==> src/rtl/pwr_seq_pkg.sv <==
package pwr_seq_pkg;

    typedef enum logic [2:0] {
        ST_ACT_HI,
        ST_ACT_MED,
        ST_SUBACT,
        ST_STBY,
        ST_WATCH,
        ST_SETTLE_S,
        ST_SETTLE_W
    } pwr_state_t;

    localparam int GRP_N    = 3;
    localparam int GRP_AON  = 0;
    localparam int GRP_TIME = 1;
    localparam int GRP_MAIN = 2;

    localparam logic [1:0] MODE_HI    = 2'd0;
    localparam logic [1:0] MODE_MED   = 2'd1;
    localparam logic [1:0] MODE_SUB   = 2'd2;
    localparam logic [1:0] MODE_SLEEP = 2'd3;

endpackage

==> src/rtl/pwr_wake_qual.sv <==
module pwr_wake_qual #(
    parameter int NIRQ = 8
) (
    input  logic            irq_mask,
    input  logic [NIRQ-1:0] irq_req,
    input  logic [NIRQ-1:0] irq_en,
    output logic            wake
);

    logic [NIRQ-1:0] live;

    for (genvar i = 0; i < NIRQ; i++) begin : g_src
        assign live[i] = irq_req[i] & irq_en[i];
    end

    assign wake = ~irq_mask & (|live);

endmodule

==> src/rtl/pwr_settle_cnt.sv <==
module pwr_settle_cnt #(
    parameter int BASE_LOG2 = 6,
    parameter int STEP_LOG2 = 2,
    parameter int SEL_W     = 3
) (
    input  logic             clk,
    input  logic             rst_n,
    input  logic             load,
    input  logic [SEL_W-1:0] sel,
    output logic             done
);

    localparam int MAX_LOG2 = BASE_LOG2 + STEP_LOG2 * ((1 << SEL_W) - 1);
    localparam int CNT_W    = MAX_LOG2 + 1;

    logic [CNT_W-1:0] cnt_q;
    logic [CNT_W-1:0] span;

    always_comb begin
        span = '0;
        span[BASE_LOG2 + STEP_LOG2 * int'(sel)] = 1'b1;
    end

    always_ff @(posedge clk or negedge rst_n) begin
        if (!rst_n) begin
            cnt_q <= '0;
        end else if (load) begin
            cnt_q <= span - 1'b1;
        end else if (cnt_q != '0) begin
            cnt_q <= cnt_q - 1'b1;
        end
    end

    assign done = (cnt_q == '0);

endmodule

==> src/rtl/pwr_mode_seq.sv <==
module pwr_mode_seq
    import pwr_seq_pkg::*;
#(
    parameter int NIRQ      = 8,
    parameter int BASE_LOG2 = 6,
    parameter int STEP_LOG2 = 2,
    parameter int SEL_W     = 3
) (
    input  logic             clk,
    input  logic             rst_n,
    input  logic             sleep_req,
    input  logic             sel_standby,
    input  logic             sel_lowspeed,
    input  logic             sel_medspeed,
    input  logic [SEL_W-1:0] settle_sel,
    input  logic             irq_mask,
    input  logic [NIRQ-1:0]  irq_req,
    input  logic [NIRQ-1:0]  irq_en,
    output logic             cpu_clk_en,
    output logic [GRP_N-1:0] grp_clk_en,
    output logic             osc_en,
    output logic             io_hiz,
    output logic             io_hold,
    output logic             irq_start,
    output logic [1:0]       run_mode
);

    pwr_state_t state_q, state_d;
    logic       dest_med_q, dest_med_d;
    logic       strobe_q, strobe_d;
    logic       wake, settle_load, settle_done;

    localparam logic [GRP_N-1:0] GRP_ALL   = '1;
    localparam logic [GRP_N-1:0] GRP_STBY  = GRP_N'(1) << GRP_AON;
    localparam logic [GRP_N-1:0] GRP_WATCH = GRP_STBY | (GRP_N'(1) << GRP_TIME);

    pwr_wake_qual #(.NIRQ(NIRQ)) u_qual (
        .irq_mask (irq_mask),
        .irq_req  (irq_req),
        .irq_en   (irq_en),
        .wake     (wake)
    );

    pwr_settle_cnt #(
        .BASE_LOG2 (BASE_LOG2),
        .STEP_LOG2 (STEP_LOG2),
        .SEL_W     (SEL_W)
    ) u_cnt (
        .clk   (clk),
        .rst_n (rst_n),
        .load  (settle_load),
        .sel   (settle_sel),
        .done  (settle_done)
    );

    // next-state decision
    always_comb begin
        state_d     = state_q;
        dest_med_d  = dest_med_q;
        strobe_d    = 1'b0;
        settle_load = 1'b0;
        unique case (state_q)
            ST_ACT_HI, ST_ACT_MED, ST_SUBACT: begin
                if (sleep_req) begin
                    state_d = sel_standby ? ST_STBY : ST_WATCH;
                end
            end
            ST_STBY: begin
                if (wake) begin
                    state_d     = ST_SETTLE_S;
                    settle_load = 1'b1;
                    dest_med_d  = sel_medspeed;
                end
            end
            ST_WATCH: begin
                if (wake) begin
                    if (sel_lowspeed) begin
                        state_d  = ST_SUBACT;
                        strobe_d = 1'b1;
                    end else begin
                        state_d     = ST_SETTLE_W;
                        settle_load = 1'b1;
                        dest_med_d  = sel_medspeed;
                    end
                end
            end
            ST_SETTLE_S, ST_SETTLE_W: begin
                if (settle_done) begin
                    state_d  = dest_med_q ? ST_ACT_MED : ST_ACT_HI;
                    strobe_d = 1'b1;
                end
            end
            default: state_d = ST_ACT_HI;
        endcase
    end

    // state register
    always_ff @(posedge clk or negedge rst_n) begin
        if (!rst_n) begin
            state_q    <= ST_ACT_HI;
            dest_med_q <= 1'b0;
            strobe_q   <= 1'b0;
        end else begin
            state_q    <= state_d;
            dest_med_q <= dest_med_d;
            strobe_q   <= strobe_d;
        end
    end

    // outputs per state
    always_comb begin
        cpu_clk_en = 1'b0;
        grp_clk_en = '0;
        osc_en     = 1'b0;
        io_hiz     = 1'b0;
        io_hold    = 1'b0;
        run_mode   = MODE_SLEEP;
        unique case (state_q)
            ST_ACT_HI: begin
                cpu_clk_en = 1'b1;
                grp_clk_en = GRP_ALL;
                osc_en     = 1'b1;
                run_mode   = MODE_HI;
            end
            ST_ACT_MED: begin
                cpu_clk_en = 1'b1;
                grp_clk_en = GRP_ALL;
                osc_en     = 1'b1;
                run_mode   = MODE_MED;
            end
            ST_SUBACT: begin
                cpu_clk_en = 1'b1;
                grp_clk_en = GRP_ALL;
                run_mode   = MODE_SUB;
            end
            ST_STBY: begin
                grp_clk_en = GRP_STBY;
                io_hiz     = 1'b1;
            end
            ST_WATCH: begin
                grp_clk_en = GRP_WATCH;
                io_hold    = 1'b1;
            end
            ST_SETTLE_S: begin
                grp_clk_en = GRP_STBY;
                io_hiz     = 1'b1;
                osc_en     = 1'b1;
            end
            ST_SETTLE_W: begin
                grp_clk_en = GRP_WATCH;
                io_hold    = 1'b1;
                osc_en     = 1'b1;
            end
            default: begin
                grp_clk_en = GRP_STBY;
            end
        endcase
    end

    assign irq_start = strobe_q;

endmodule

==> config.mk <==
export PLATFORM = sky130hd
export DESIGN_NAME = pwr_mode_seq
export DESIGN_NICKNAME = d
export VERILOG_FILES = /design/src/rtl/pwr_seq_pkg.sv /design/src/rtl/pwr_wake_qual.sv /design/src/rtl/pwr_settle_cnt.sv /design/src/rtl/pwr_mode_seq.sv
export SDC_FILE = /design/constraint.sdc
export NUM_CORES = 1
export LEC_CHECK = 0
export BUFFER_PORTS_ARGS = -buffer_cell sky130_fd_sc_hd__buf_2
export CAP_MARGIN = 10
export CORE_UTILIZATION = 33
export DETAILED_ROUTE_END_ITERATION = 12
export PLACE_DENSITY = 0.48
export SLEW_MARGIN = 20
export SYNTH_ARGS = -nofsm -noshare
export SYNTH_HDL_FRONTEND = slang
export SYNTH_SLANG_ARGS = --single-unit
==> constraint.sdc <==
create_clock -name clk -period 3.55 [get_ports clk]
set_input_delay 0.71 -clock clk [delete_from_list [all_inputs] [get_ports clk]]
set_output_delay 0.71 -clock clk [all_outputs]
set_load 0.02 [all_outputs]
Yosys cells after proc, flatten, opt, wreduce, memory -nomap -nowiden. Cells that the tools add are included.

Bits in registers: 26. Input bits: 26. Logic and storage cells: 74. Output and inout port bits: 10.

Bitwise logic cells: 10. Mux-type cells: 30. Equality and inequality tests: 11. $add $sub $neg: 3. $lt $le $gt $ge: 2. Reductions and logical operators: 14.

Operator list (count): 21-bit 2-to-1 mux (2); 21-bit by 1-bit subtractor with 21-bit output (second input constant) (2); 32-bit by 1-bit greater-or-equal comparator with 1-bit output (second input constant) (1); 32-bit by 7-bit < comparator with 1-bit output (second input constant) (1); 21-bit logical NOT (1); 21-bit nonzero test (1); 3-bit 2-to-1 mux (6); 1-bit 2-to-1 mux (15); 3-bit case mux with 4 select lines (1); 1-bit AND (9); 3-bit equality test (second input constant) (3); 4-bit AND reduction (2); 8-bit OR reduction (1); 3-bit by 2-bit equality test with 1-bit output (second input constant) (2); 2-bit by 1-bit inequality test with 1-bit output (second input constant) (3); 1-bit case mux with 2 select lines (3); 2-bit case mux with 3 select lines (1); 3-bit case mux with 2 select lines (1); 2-bit OR reduction (3); 3-bit by 4-bit adder with 5-bit output (first input constant) (1); 1-bit demux with 5-bit select (1); 2-bit inequality test (second input constant) (2); 2-bit nonzero test (2); 4-bit OR reduction (1); other kinds (5) (5).

Logic depth before layout (Yosys ltp).
Word-level depth: 7. Depth in mapped cells: 12. Gate-level depth less buffers: 9.

By module. A second synthesis with hierarchy kept.

Cell total of the unflattened synthesis: 228. Area total of the unflattened synthesis: 2011.9 µm².

By module, submodules not included: pwr_settle_cnt (cells each 167, sequential area each 525.5 µm², instances 1, area an instance 1525.2 µm²); pwr_mode_seq (cells each 56, sequential area each 125.1 µm², instances 1, area an instance 447.9 µm²); pwr_wake_qual (cells each 5, sequential area each 0.0 µm², instances 1, area an instance 38.8 µm²).

Least setup slack after synthesis. Ideal clock, no wire load.

Path type: input port to flip-flop. Start: input irq_req[0]. End: register u_cnt.cnt_q[16]. Setup time: 0.139 ns. Required time: 3.411 ns. Buffers on the path: 4. Arrival time: 2.748 ns. Slack: 0.663 ns. Stages on the path: 12. Cells stage by stage: a22o_1 > nor4_1 > or3_1 > buf_2 > buf_2 > nand2_1 > ha_1 > clkbuf_1 > clkbuf_1 > mux2i_1 > nand3b_1 > o31ai_1.

Word-level cells in the longest chain between the ends: 6. Elaborated cells between the ends (all ways): 8. Classes of those cells: mux: 4; bitwise: 2; reduce/logical: 2.

Ends and longest elaborated chain: from (decl) (line pwr_mode_seq.sv:17) `input logic [NIRQ-1:0] irq_req,`; 1-bit AND (*) (line pwr_wake_qual.sv:13) `assign live[i] = irq_req[i] & irq_en[i];`; 8-bit OR reduction (*) (line pwr_wake_qual.sv:16) `assign wake = ~irq_mask & (|live);`; 1-bit AND (*) (line pwr_wake_qual.sv:16); 1-bit 2-to-1 mux, on equally long branches (line pwr_mode_seq.sv:76, pwr_mode_seq.sv:69); 1-bit case mux with 2 select lines (*) (line pwr_mode_seq.sv:62) `unique case (state_q)`; 21-bit 2-to-1 mux / 2-bit nonzero test (equally long branches); to (signal assigned) (line pwr_settle_cnt.sv:28) `cnt_q <= span - 1'b1;`; to (signal assigned) (line pwr_settle_cnt.sv:30) `cnt_q <= cnt_q - 1'b1;`; to (decl) (line pwr_settle_cnt.sv:16) `logic [CNT_W-1:0] cnt_q;`.

Every way passes the cells marked *; elsewhere a longest branch is shown, timed or not. A chain may end at the register's enable or synchronous reset.

Worst setup path after layout.
Start: register state_q[0]. End: register u_cnt.cnt_q[18].

Word-level cells in the longest chain between the ends: 3. Elaborated cells between the ends (all ways): 5. Classes of those cells: eq/ne: 2; mux: 2; reduce/logical: 1.

Ends and longest elaborated chain: from (decl) (line pwr_mode_seq.sv:28) `pwr_state_t state_q, state_d;`; from (signal assigned) (line pwr_mode_seq.sv:104) `state_q <= state_d;`; 3-bit equality test / 3-bit by 2-bit equality test with 1-bit output (equally long branches) (line pwr_mode_seq.sv:62); 1-bit case mux with 2 select lines (*) (line pwr_mode_seq.sv:62); 21-bit 2-to-1 mux / 2-bit nonzero test (equally long branches).

Marks and branches as above.

==> flow_summary.yaml <==
outcome:
  status: "completed"
timing:
  rsz0062_at_grt: "false"
  skew_ps: 7.651
  slew_violations: 0
  setup_tns_ps: 0
  fmax_mhz: 357.0
  hold_viol: 0
  setup_viol: 0
  slew_headroom: 0.5730
  final.setup.worst_slack_ps: 748.9
  finalCritPeriodShare: 0.7891
  tightest_slew_ps: 640.6
  period_needed_ps: 2801
clock_tree:
  cts_buffers: 3
  cts.sink_count: 26
  postCtsHoldBufs: 0
  path_clk_slew_ps: 100
  clock_latency_ps: 280
  cts_tree: "done"
  post-cts-setup-buffers: 0
  ctsLongestPathBuffers: 2
  cts_max_level: 1
  cts_resized: 0
  cts_root_buf: "clkbuf_8"
grt:
  antenna_found_initial: 0
  grt_util_all_layers: 0.1654
  first_global_vias: 1502
  grt_overflow: 0
  grt_max_degree: 27
  grt_pass1_wl_um: 7631
critical_path:
  path_class: "flip-flop to flip-flop"
  r2r_slack_ps: 750
  crit_cells: 9
  startpoint: "state_q[0]"
  slowest_stage: "dfrtp_1"
  path_cells: "and2b_1 -> a2bb2oi_1 -> or3_1 -> nand2_1 -> ha_1 -> nand3_2 -> nor4_1 -> xnor2_1 -> o22ai_1"
  worstPathArrival_ps: 2960
  path_max_fanout: 12
  r2r-start: "state_q[0]"
  cp_top_family: "simple AND/OR/NAND/NOR gates"
  critPathBufInv: 0
  critPathCaptureType: "flip-flop"
  slowest_delay_ps: 500
  required_ps: 3710
  r2r-end: "u_cnt.cnt_q[18]"
  start_kind: "flip-flop"
  worst_r2r_path_depth: 9
floorplanning:
  dieArea_sq_um: 5919
  start_util: 0.3516
  rows: 26
  chipHeight_um: 76.94
  core_sq_um: 5270
  die_w_um: 76.94
  pin_count: 36
yosys:
  synth-xor-area-share: 0.1040
  syn-num-nets: 231
  syn-instance-count: 204
  synth_area_leaders: "dfrtp_1 35%, xnor2_1 6.6%, xor2_1 3.8%"
  yosysWarnings: 0
  synth_flop_cell: "dfrtp_1"
  synth_largest_area_cell: "dfrtp_1"
  synth_compound_area_frac: 0.1918
  yosysSeqAreaShare: 0.3511
  synth-edff-count: 0
  synth_top_area_frac: 0.3511
  ys_ff_latch: 26
  ys_types: 58
  synth.area.mux_share: 0.02768
  avgSynthCellArea_sq_um: 9.083
  synth_top_family_by_area: "simple AND/OR/NAND/NOR gates"
  synth_area_sq_um: 1853
  synth_fa_ha_area_frac: 0.006752
  synthArstFlopShare: 1.000
  synth-simple-area-share: 0.2816
final_layout:
  num-nets-final: 263
  n_antenna_cell: 0
  final_cell_mix: "34 x buf_2, 26 x dfrtp_1, 18 x nand2_1"
  area_growth_pct: 16.21
  final_util: 0.4086
  fillerInstances: 546
  fin_area_sq_um: 2153
  drive_gt1_frac: 0.2596
  final_common_cell: "buf_2"
power_and_ir_drop:
  switching_share: 0.4486
  p_leak_nw: 0.8516
  seqPwrFrac: 0.361
  total_power_w: 0.001659
  clock_power_share: 0.123
  ir_worst_vdd_v: 0.0002617
  power_density_nw_per_um2: 770.4
  pwr-share-comb: 0.516
  internal_power_w: 0.0009148
  p_switching_w: 0.0007442
route:
  vias: 1630
  wl_um: 4721
  drt-wirelength-per-cell_um: 15.48
  firstDrtPassIters: 4
  via_per_inst: 5.344
  drc: 0
  drt-initial-drc-count: 83
  detail-route-antenna-nets: 0
placement:
  gp_congestion: 0.7678
  pre_cts_ws_ps: 582.5
  place_area_sq_um: 2098
  hpwl_um: 3385
  port_buffers: 34
job:
  maxCapViolCount: 0
hold_path:
  worst_hold_path_type: "primary input to async pin"
registers in the layout (all words and copies together), names as in the netlist:
register and flops:
dest_med_q 1, irq_start 1, state_q 3, u_cnt.cnt_q 21
cells in the mapped netlist, types with 2 or more instances:
cell,instances
inv_1,2
nand4_1,3
nor4_1,3
a22o_1,6
nor2b_1,3
o21ai_0,5
nand2_1,18
nand3_1,2
a21oi_1,11
mux2i_1,4
nor3_1,8
xnor2_1,14
a221oi_1,2
or3_1,5
nor2_1,15
nand3b_1,2
nor4_2,4
clkbuf_1,8
xor2_1,8
nor3_2,3
nand2b_1,5
o22ai_1,7
buf_2,4
or2_2,2
dfrtp_1,26
and3_1,2
final cells by class:
class | count | area, sq um | area share
timing repair buffer | 40 | 215.2 | 0.09994
multi-input combinational | 163 | 1137 | 0.5282
sequential | 26 | 650.6 | 0.3021
clock buffer | 4 | 55.05 | 0.02557
inverter | 2 | 7.507 | 0.003486
tap | 70 | 87.58 | 0.04067
routing by layer:
metal / track usage / vias to the layer above / wire (um)
met2: 0.2598 / 31 / 2175
met5: 0 / - / 0
met4: 0.04038 / 0 / 27
met1: 0.2311 / 782 / 2364
li1: - / 813 / -
met3: 0.03214 / 4 / 154
power by group through the flow:
stage          Clock, W  Sequential (W)  Combinational [W]
2_1_floorplan         0        0.000565           0.000655
3_3_place_gp          0        0.000603           0.000859
3_5_place_dp          0        0.000598           0.000857
4_1_cts        0.000214        0.000595           0.000861
5_1_grt        0.000223        0.000618           0.000940
6_report       0.000205        0.000599           0.000855
logic make-up (layout without fill, tap and decap cells):
group / Yosys count / after routing
XOR/XNOR: 22 / 22
flip-flops: 26 / 26
adder cells (fa/ha/maj): 1 / 1
AO/OA/AOI/OAI: 49 / 49
AND/OR/NAND/NOR: 85 / 85
multiplexers: 5 / 5
buffers and inverters: 15 / 46
other: 1 / 1
how the worst max path moves through the flow:
stage / endpoint / slack (ps)
5_1_grt: u_cnt.cnt_q[18] / 510
6_report: u_cnt.cnt_q[18] / 750
3_5_place_dp: u_cnt.cnt_q[12] / 580
3_3_place_gp: u_cnt.cnt_q[12] / 650
4_1_cts: u_cnt.cnt_q[18] / 730
2_1_floorplan: u_cnt.cnt_q[16] / 660
per-stage QoR:
stage | hold WS [ps] | instances
final | 432.3 | 305
after global routing | 477.6 | 305
after CTS | 463.6 | 305
after detailed placement | 494.4 | 301
after global placement | 483.1 | 301
after floorplan | 414.4 | 204
(Power assumes the default switching activity.)
